--- src/rtl/cyc_filt_pkg.sv ---
// Package: shared constants for the privilege-filtered cycle counter.
// Assumes a 32-bit CSR data path and five privilege modes.
package cyc_filt_pkg;

    localparam int NUM_INH = 5;
    localparam int INH_LSB = 26;

    // Inhibit vector index order, matching upper-half bits 26 + index.
    localparam int IDX_VU = 0;
    localparam int IDX_VS = 1;
    localparam int IDX_U  = 2;
    localparam int IDX_S  = 3;
    localparam int IDX_M  = 4;

    localparam logic [1:0] PRIV_U = 2'b00;
    localparam logic [1:0] PRIV_S = 2'b01;
    localparam logic [1:0] PRIV_M = 2'b11;

    localparam logic [11:0] ADDR_CFG_LO = 12'h321;
    localparam logic [11:0] ADDR_CFG_HI = 12'h721;
    localparam logic [11:0] ADDR_CNT_LO = 12'hB00;
    localparam logic [11:0] ADDR_CNT_HI = 12'hB80;

    // Which inhibit bits have a real mode behind them.
    function automatic logic [NUM_INH-1:0] impl_mask(input bit has_s, input bit has_h);
        logic [NUM_INH-1:0] m;
        m         = '0;
        m[IDX_M]  = 1'b1;
        m[IDX_U]  = 1'b1;
        m[IDX_S]  = has_s;
        m[IDX_VS] = has_s & has_h;
        m[IDX_VU] = has_s & has_h;
        return m;
    endfunction

endpackage

--- src/rtl/cyc_cfg_reg.sv ---
// Inhibit-bit storage. Only implemented modes get a flop; the others are
// tied to zero. Assumes the write enable is already qualified by privilege.
module cyc_cfg_reg
    import cyc_filt_pkg::*;
#(
    parameter bit HAS_S = 1'b1,
    parameter bit HAS_H = 1'b1
) (
    input  logic               clk,
    input  logic               rst_n,
    input  logic               we,
    input  logic [NUM_INH-1:0] wdata,
    output logic [NUM_INH-1:0] inh_q
);

    localparam logic [NUM_INH-1:0] IMPL = impl_mask(HAS_S, HAS_H);

    for (genvar i = 0; i < NUM_INH; i++) begin : g_bit
        if (IMPL[i]) begin : g_flop
            logic bit_q;
            // Hold one inhibit bit; cleared on reset, loaded on write.
            always_ff @(posedge clk) begin
                if (!rst_n)
                    bit_q <= 1'b0;
                else if (we)
                    bit_q <= wdata[i];
            end
            assign inh_q[i] = bit_q;
        end else begin : g_tied
            assign inh_q[i] = 1'b0;
        end
    end

endmodule

--- src/rtl/cyc_mode_gate.sv ---
// Mode decoder and tick gate. It turns the privilege and virtualization
// inputs into a one-hot mode, then masks the tick with that mode's inhibit
// bit. Reserved privilege encoding 2 is treated as machine mode. Virtualization
// is ignored in machine mode and when HAS_H is 0.
module cyc_mode_gate
    import cyc_filt_pkg::*;
#(
    parameter bit HAS_H = 1'b1
) (
    input  logic [1:0]         priv_i,
    input  logic               virt_i,
    input  logic               tick_i,
    input  logic [NUM_INH-1:0] inh_q,
    output logic               is_mach,
    output logic               inc
);

    logic               virt_eff;
    logic [NUM_INH-1:0] mode_oh;

    assign virt_eff = HAS_H & virt_i;

    // One-hot current mode in inhibit-vector order.
    always_comb begin
        mode_oh = '0;
        unique case (priv_i)
            PRIV_U:  mode_oh[virt_eff ? IDX_VU : IDX_U] = 1'b1;
            PRIV_S:  mode_oh[virt_eff ? IDX_VS : IDX_S] = 1'b1;
            default: mode_oh[IDX_M] = 1'b1;
        endcase
    end

    assign is_mach = (priv_i == PRIV_M);
    assign inc     = tick_i & ~(|(mode_oh & inh_q));

endmodule

--- src/rtl/cyc_counter.sv ---
// 64-bit cycle counter with two half-word write ports. A write beats the
// increment in the same cycle. Assumes CNT_W is even.
module cyc_counter #(
    parameter int CNT_W = 64
) (
    input  logic               clk,
    input  logic               rst_n,
    input  logic               inc,
    input  logic               wr_lo,
    input  logic               wr_hi,
    input  logic [CNT_W/2-1:0] wdata,
    output logic [CNT_W-1:0]   count
);

    localparam int HALF = CNT_W / 2;
    localparam logic [CNT_W-1:0] ONE = {{(CNT_W-1){1'b0}}, 1'b1};

    // Count, with a software write taking priority over the tick.
    always_ff @(posedge clk) begin
        if (!rst_n) begin
            count <= '0;
        end else if (wr_lo || wr_hi) begin
            if (wr_lo) count[HALF-1:0]     <= wdata;
            if (wr_hi) count[CNT_W-1:HALF] <= wdata;
        end else if (inc) begin
            count <= count + ONE;
        end
    end

endmodule

--- src/rtl/cyc_csr_port.sv ---
// CSR decode. It matches the four block addresses, flags any access made
// from below machine mode, produces the qualified write strobes and muxes
// the read data. Assumes XLEN is 32.
module cyc_csr_port
    import cyc_filt_pkg::*;
#(
    parameter int XLEN = 32
) (
    input  logic                csr_valid,
    input  logic                csr_we,
    input  logic [11:0]         csr_addr,
    input  logic                is_mach,
    input  logic [NUM_INH-1:0]  inh_q,
    input  logic [2*XLEN-1:0]   count,
    output logic [XLEN-1:0]     csr_rdata,
    output logic                csr_illegal,
    output logic                cfg_we,
    output logic                cnt_wr_lo,
    output logic                cnt_wr_hi
);

    logic hit_cfg_lo, hit_cfg_hi, hit_cnt_lo, hit_cnt_hi, hit_any, ok, wr_ok;
    logic [XLEN-1:0] cfg_hi_view;

    assign hit_cfg_lo = (csr_addr == ADDR_CFG_LO);
    assign hit_cfg_hi = (csr_addr == ADDR_CFG_HI);
    assign hit_cnt_lo = (csr_addr == ADDR_CNT_LO);
    assign hit_cnt_hi = (csr_addr == ADDR_CNT_HI);
    assign hit_any    = hit_cfg_lo | hit_cfg_hi | hit_cnt_lo | hit_cnt_hi;

    assign csr_illegal = csr_valid & hit_any & ~is_mach;
    assign ok          = csr_valid & is_mach;
    assign wr_ok       = ok & csr_we;

    assign cfg_we    = wr_ok & hit_cfg_hi;
    assign cnt_wr_lo = wr_ok & hit_cnt_lo;
    assign cnt_wr_hi = wr_ok & hit_cnt_hi;

    // Upper configuration view: top bit and reserved field read zero.
    always_comb begin
        cfg_hi_view = '0;
        cfg_hi_view[INH_LSB +: NUM_INH] = inh_q;
    end

    // Read mux; an illegal or unmapped access returns zero.
    always_comb begin
        csr_rdata = '0;
        if (ok) begin
            if (hit_cfg_hi) csr_rdata = cfg_hi_view;
            if (hit_cnt_lo) csr_rdata = count[XLEN-1:0];
            if (hit_cnt_hi) csr_rdata = count[2*XLEN-1:XLEN];
        end
    end

endmodule

--- src/rtl/cyc_cnt_filter.sv ---
// Top level. A machine cycle counter that skips ticks while the hart runs in
// a mode whose inhibit bit is set. HAS_S and HAS_H choose which modes exist.
// The lower configuration half is all reserved, so it has no storage.
module cyc_cnt_filter
    import cyc_filt_pkg::*;
#(
    parameter bit HAS_S = 1'b1,
    parameter bit HAS_H = 1'b1,
    parameter int XLEN  = 32
) (
    input  logic              clk,
    input  logic              rst_n,
    input  logic              csr_valid,
    input  logic              csr_we,
    input  logic [11:0]       csr_addr,
    input  logic [XLEN-1:0]   csr_wdata,
    output logic [XLEN-1:0]   csr_rdata,
    output logic              csr_illegal,
    input  logic [1:0]        priv_i,
    input  logic              virt_i,
    input  logic              tick_i,
    output logic [2*XLEN-1:0] count_o
);

    localparam int CNT_W = 2 * XLEN;

    logic [NUM_INH-1:0] inh_q;
    logic is_mach, inc, cfg_we, cnt_wr_lo, cnt_wr_hi;

    cyc_cfg_reg #(.HAS_S(HAS_S), .HAS_H(HAS_H && HAS_S)) u_cfg (
        .clk   (clk),
        .rst_n (rst_n),
        .we    (cfg_we),
        .wdata (csr_wdata[INH_LSB +: NUM_INH]),
        .inh_q (inh_q)
    );

    cyc_mode_gate #(.HAS_H(HAS_H && HAS_S)) u_gate (
        .priv_i  (priv_i),
        .virt_i  (virt_i),
        .tick_i  (tick_i),
        .inh_q   (inh_q),
        .is_mach (is_mach),
        .inc     (inc)
    );

    cyc_counter #(.CNT_W(CNT_W)) u_cnt (
        .clk   (clk),
        .rst_n (rst_n),
        .inc   (inc),
        .wr_lo (cnt_wr_lo),
        .wr_hi (cnt_wr_hi),
        .wdata (csr_wdata),
        .count (count_o)
    );

    cyc_csr_port #(.XLEN(XLEN)) u_csr (
        .csr_valid   (csr_valid),
        .csr_we      (csr_we),
        .csr_addr    (csr_addr),
        .is_mach     (is_mach),
        .inh_q       (inh_q),
        .count       (count_o),
        .csr_rdata   (csr_rdata),
        .csr_illegal (csr_illegal),
        .cfg_we      (cfg_we),
        .cnt_wr_lo   (cnt_wr_lo),
        .cnt_wr_hi   (cnt_wr_hi)
    );

endmodule

--- config.mk ---
export PLATFORM = sky130hd
export DESIGN_NAME = cyc_cnt_filter
export DESIGN_NICKNAME = d
export VERILOG_FILES = /design/src/rtl/cyc_filt_pkg.sv /design/src/rtl/cyc_cfg_reg.sv /design/src/rtl/cyc_mode_gate.sv /design/src/rtl/cyc_counter.sv /design/src/rtl/cyc_csr_port.sv /design/src/rtl/cyc_cnt_filter.sv
export SDC_FILE = /design/constraint.sdc
export NUM_CORES = 1
export LEC_CHECK = 0
export BUFFER_PORTS_ARGS = -buffer_cell sky130_fd_sc_hd__buf_4
export CAP_MARGIN = 30
export CORE_ASPECT_RATIO = 1.25
export CORE_UTILIZATION = 48
export DETAILED_ROUTE_END_ITERATION = 8
export PLACE_DENSITY = 0.78
export SYNTH_ARGS = -nofsm -noshare
export SYNTH_HDL_FRONTEND = slang
export SYNTH_HIERARCHICAL = 1
export SYNTH_SLANG_ARGS = --single-unit
--- constraint.sdc ---
create_clock -name clk -period 2.55 [get_ports clk]
set_input_delay 0.1275 -clock clk [delete_from_list [all_inputs] [get_ports clk]]
set_output_delay 0.1275 -clock clk [all_outputs]
set_load 0.01 [all_outputs]
==> results.toml <==
[global_route]
grt_pass1_wl_um = 33000
global_route.overflow_total = 0
initial_antenna_violation_count = 0
grt_start_max_net_pins = 48
first_global_vias = 6137
gr-usage-all-layers_pct = 38.6

[placed_design]
number_of_buffers_inserted_by_port_buffering = 148
gp_congestion = 1.00
place_worst_setup_slack_ns = -0.00193
post-dp-hpwl_um = 16400
numPlacedInstances = 992
detailed_place.area_sq_mm = 0.00684

[worst_setup_path]
cp_startpoint_kind = "flip-flop"
timing.setup.critical_path_class = "reg2reg"
worstSetupEndpointType = "flip-flop"
cp_num_buf_inv = 0
worst_path_max_delay_cell = "sky130_fd_sc_hd__or4b_2"
path_delay_family = "simple AND/OR/NAND/NOR gates"
slowest_delay_ns = 0.73
critical_path_required_ns = 2.79
critical_path_arrival_ns = 2.72
crit_fanout = 4
path_cells = "mux4_2 -> a21oi_4 -> nand2b_1 -> or4b_2 -> o41a_1 -> a311oi_1"
levels_on_crit_path = 6
reg2reg_depth = 6

[detailed_routing]
drt_pass1_iterations = 5
num_vias = 6680
antenna_violating_nets_post_route = 0
vias_per_cell = 6.63
routed_wirelength_um = 21900
detail_route.iter0.violations = 793
route.detailed.wl_per_inst_um = 21.8
route.detailed.drc = 0

[layout]
area.growth.synth_to_final_pct = 37.5
antenna-diode-count = 0
layout.core_utilization_pct = 67.6
layout.filler_cells = 912
multi_input_comb_area_sq_mm = 0.00356
finalNonFillerCells = 1007
drive_above_1_share_pct = 31.2
stdcell_area_sq_mm = 0.00714
final_nets = 924
register_area_sq_mm = 0.00138

[synthesis]
synthDistinctLibCells = 69
avg_cell_area_syn_sq_um = 7.59
synth_top_area_share_pct = 26.6
register_bit_total_from_synthesis = 69
synth.cell_area_sq_mm = 0.00519
post-synth-top-area-cell = "sky130_fd_sc_hd__dfxtp_1"
postSynth.asyncResetShare_pct = 0
ys.flop_type = "sky130_fd_sc_hd__dfxtp_1"
seq_area_frac_synth_pct = 26.6
largest_cells_by_area_after_synthesis = "sky130_fd_sc_hd__dfxtp_1 27%, sky130_fd_sc_hd__mux2i_1 6.2%, sky130_fd_sc_hd__o21ai_0 5.4%"
ys.warnings.count = 6
number_of_flops_mapped_to_enable_cells_by_yosys = 0
synth.net_count = 737
synthCells = 684

[cts]
clock_path_buffers = 2
cts.root.buffer_cell = "sky130_fd_sc_hd__clkbuf_16"
clkLatencyLatePin_ns = 0.33
cts-hold-fix-buffers = 0
numClockSinks = 69
worst_setup_hold_path_clk_slew_ns = 0.06
number_of_buffers_added_for_setup_after_cts = 0
number_of_h_tree_branching_levels = 3
tritoncts.num_buffers = 9
tritoncts_clock_tree = "yes"

[sta]
maxClockFrequency_mhz = 403
relSlewSlack_pct = 55.8
timing_hold_violations_final = 0
layout_min_cycle_time_ns = 2.48
finalCritPeriodShare_pct = 97.4
slew_violations = 0
setup_total_negative_slack_ns = 0
fin_ws_ns = 0.0661
timing_worst_slew_pin_value_ns = 0.660
setup_viol_count_final = 0
worst_clock_skew_ns = 0.00277
worst_hold_slack_ns = 0.0535

[floorplanning]
initial_core_util_pct = 49.1
floorplan.core_area_sq_mm = 0.0106
die_area_sq_mm = 0.0112
fp.dieW_um = 95.0
boundaryPins = 149
core.rowCount = 42
die_height_um = 118

[power_and_ir_drop]
ir_drop_v = 0.000291
cell_leakage_power_nw = 2.86
p_per_area_mw_per_mm2 = 355
finalPower_mw = 2.53

[hold_path]
hp-class = "in2reg"
min_path_cells = 2

[run]
drv_cap = 0

[run_status]
status = "finished clean"
## cell usage after synthesis (7+ instances only)
cell type and n:
sky130_fd_sc_hd__nand4_1 25, sky130_fd_sc_hd__o21ai_0 56, sky130_fd_sc_hd__nand3b_1 11, sky130_fd_sc_hd__xor2_1 9, sky130_fd_sc_hd__and4_1 15, sky130_fd_sc_hd__nor4_1 20, sky130_fd_sc_hd__mux2i_1 32, sky130_fd_sc_hd__a21oi_1 20
sky130_fd_sc_hd__clkbuf_1 34, sky130_fd_sc_hd__nand2_1 65, sky130_fd_sc_hd__dfxtp_1 69, sky130_fd_sc_hd__nor2b_1 11, sky130_fd_sc_hd__o211a_1 9, sky130_fd_sc_hd__nor3_1 16, sky130_fd_sc_hd__inv_1 8, sky130_fd_sc_hd__nor2_1 53
sky130_fd_sc_hd__nand2b_1 13, sky130_fd_sc_hd__and2_1 10, sky130_fd_sc_hd__nand3_1 44, sky130_fd_sc_hd__a31oi_1 21, sky130_fd_sc_hd__xnor2_1 10, sky130_fd_sc_hd__o31ai_1 7, sky130_fd_sc_hd__or3_1 15, sky130_fd_sc_hd__nor2_2 10
## repair_timing
item	4_1_cts	5_1_grt
setup endpoints to repair	3	5
cloned	0	0
pin swaps	0	1
gates resized for setup	1	3
## cell families after synthesis
family                   after synthesis  share of synthesized area [%]
multiplexers                          34                           6.82
XOR/XNOR                              19                           3.21
AO/OA/AOI/OAI                        161                           20.9
AND/OR/NAND/NOR                      339                           36.8
adder cells (fa/ha/maj)                1                          0.241
flip-flops                            69                           26.6
buffers and inverters                 61                           5.38
## state kept, by name, indices dropped and copies added (netlist names)
name / cells
u_cnt/count: 64
u_cfg/g_bit.g_flop.bit_q: 5
## path summary, 6_finish.rpt
path,start,endpoint,slack (ns)
hold / removal,csr_wdata[0],u_cnt/count[0],0.05
hold reg to reg,u_cfg/g_bit[2].g_flop.bit_q,u_cfg/g_bit[2].g_flop.bit_q,0.54
setup reg to reg,u_cfg/g_bit[1].g_flop.bit_q,u_cnt/count[47],0.07
setup / recovery,u_cfg/g_bit[1].g_flop.bit_q,u_cnt/count[47],0.07
## layout make-up
cell class | instances | share of cell area, %
Inverter | 10 | 0.526
Clock buffer | 14 | 3.84
Multi-Input combinational cell | 554 | 49.8
Sequential cell | 69 | 19.4
Timing Repair Buffer | 227 | 24.1
Clock inverter | 1 | 0.0701
Tap cell | 132 | 2.31
## worst register-to-register path, delay by kind of cell (launching register included)
kind / cells / cell delay, ns
flip-flops: 1 / 0.32
AO/OA/AOI/OAI: 3 / 0.73
AND/OR/NAND/NOR: 2 / 0.83
multiplexers: 1 / 0.52
## per-layer routing
layer / routed length, um / global-route usage [%]
met5: 0 / 0
met4: 1710 / 27.0
met3: 2010 / 6.05
met2: 10400 / 63.5
met1: 7870 / 44.6
## placed cells by master, fill, tap and decap left out, types with 5 or more instances in the layout
cell type	instances
sky130_fd_sc_hd__buf_4	226
sky130_fd_sc_hd__dfxtp_1	69
sky130_fd_sc_hd__nand2_1	65
sky130_fd_sc_hd__o21ai_0	56
sky130_fd_sc_hd__nor2_1	51
sky130_fd_sc_hd__nand3_1	44
sky130_fd_sc_hd__mux2i_1	32
sky130_fd_sc_hd__nand4_1	25
sky130_fd_sc_hd__a31oi_1	21
sky130_fd_sc_hd__a21oi_1	20
sky130_fd_sc_hd__nor4_1	19
sky130_fd_sc_hd__nor3_1	16
sky130_fd_sc_hd__and4_1	15
sky130_fd_sc_hd__or3_1	14
sky130_fd_sc_hd__nand2b_1	13
sky130_fd_sc_hd__nor2_2	12
sky130_fd_sc_hd__nand3b_1	11
sky130_fd_sc_hd__nor2b_1	10
sky130_fd_sc_hd__and2_1	10
sky130_fd_sc_hd__xnor2_1	10
sky130_fd_sc_hd__clkbuf_16	9
sky130_fd_sc_hd__xor2_1	9
sky130_fd_sc_hd__o211a_1	9
sky130_fd_sc_hd__inv_1	8
sky130_fd_sc_hd__o31ai_1	7
sky130_fd_sc_hd__or4_1	6
sky130_fd_sc_hd__and3_1	6
sky130_fd_sc_hd__a311oi_1	5
sky130_fd_sc_hd__a211oi_1	5
## where the power goes
part           total, mW  leakage, nW  switching [mW]  internal (mW)
combinational      0.252         2.16           0.138          0.114
clock               1.18        0.139           0.450          0.732
sequential          1.10        0.556          0.0123           1.08
total               2.53         2.86           0.600           1.93
Power figures use the tool's default switching activity.
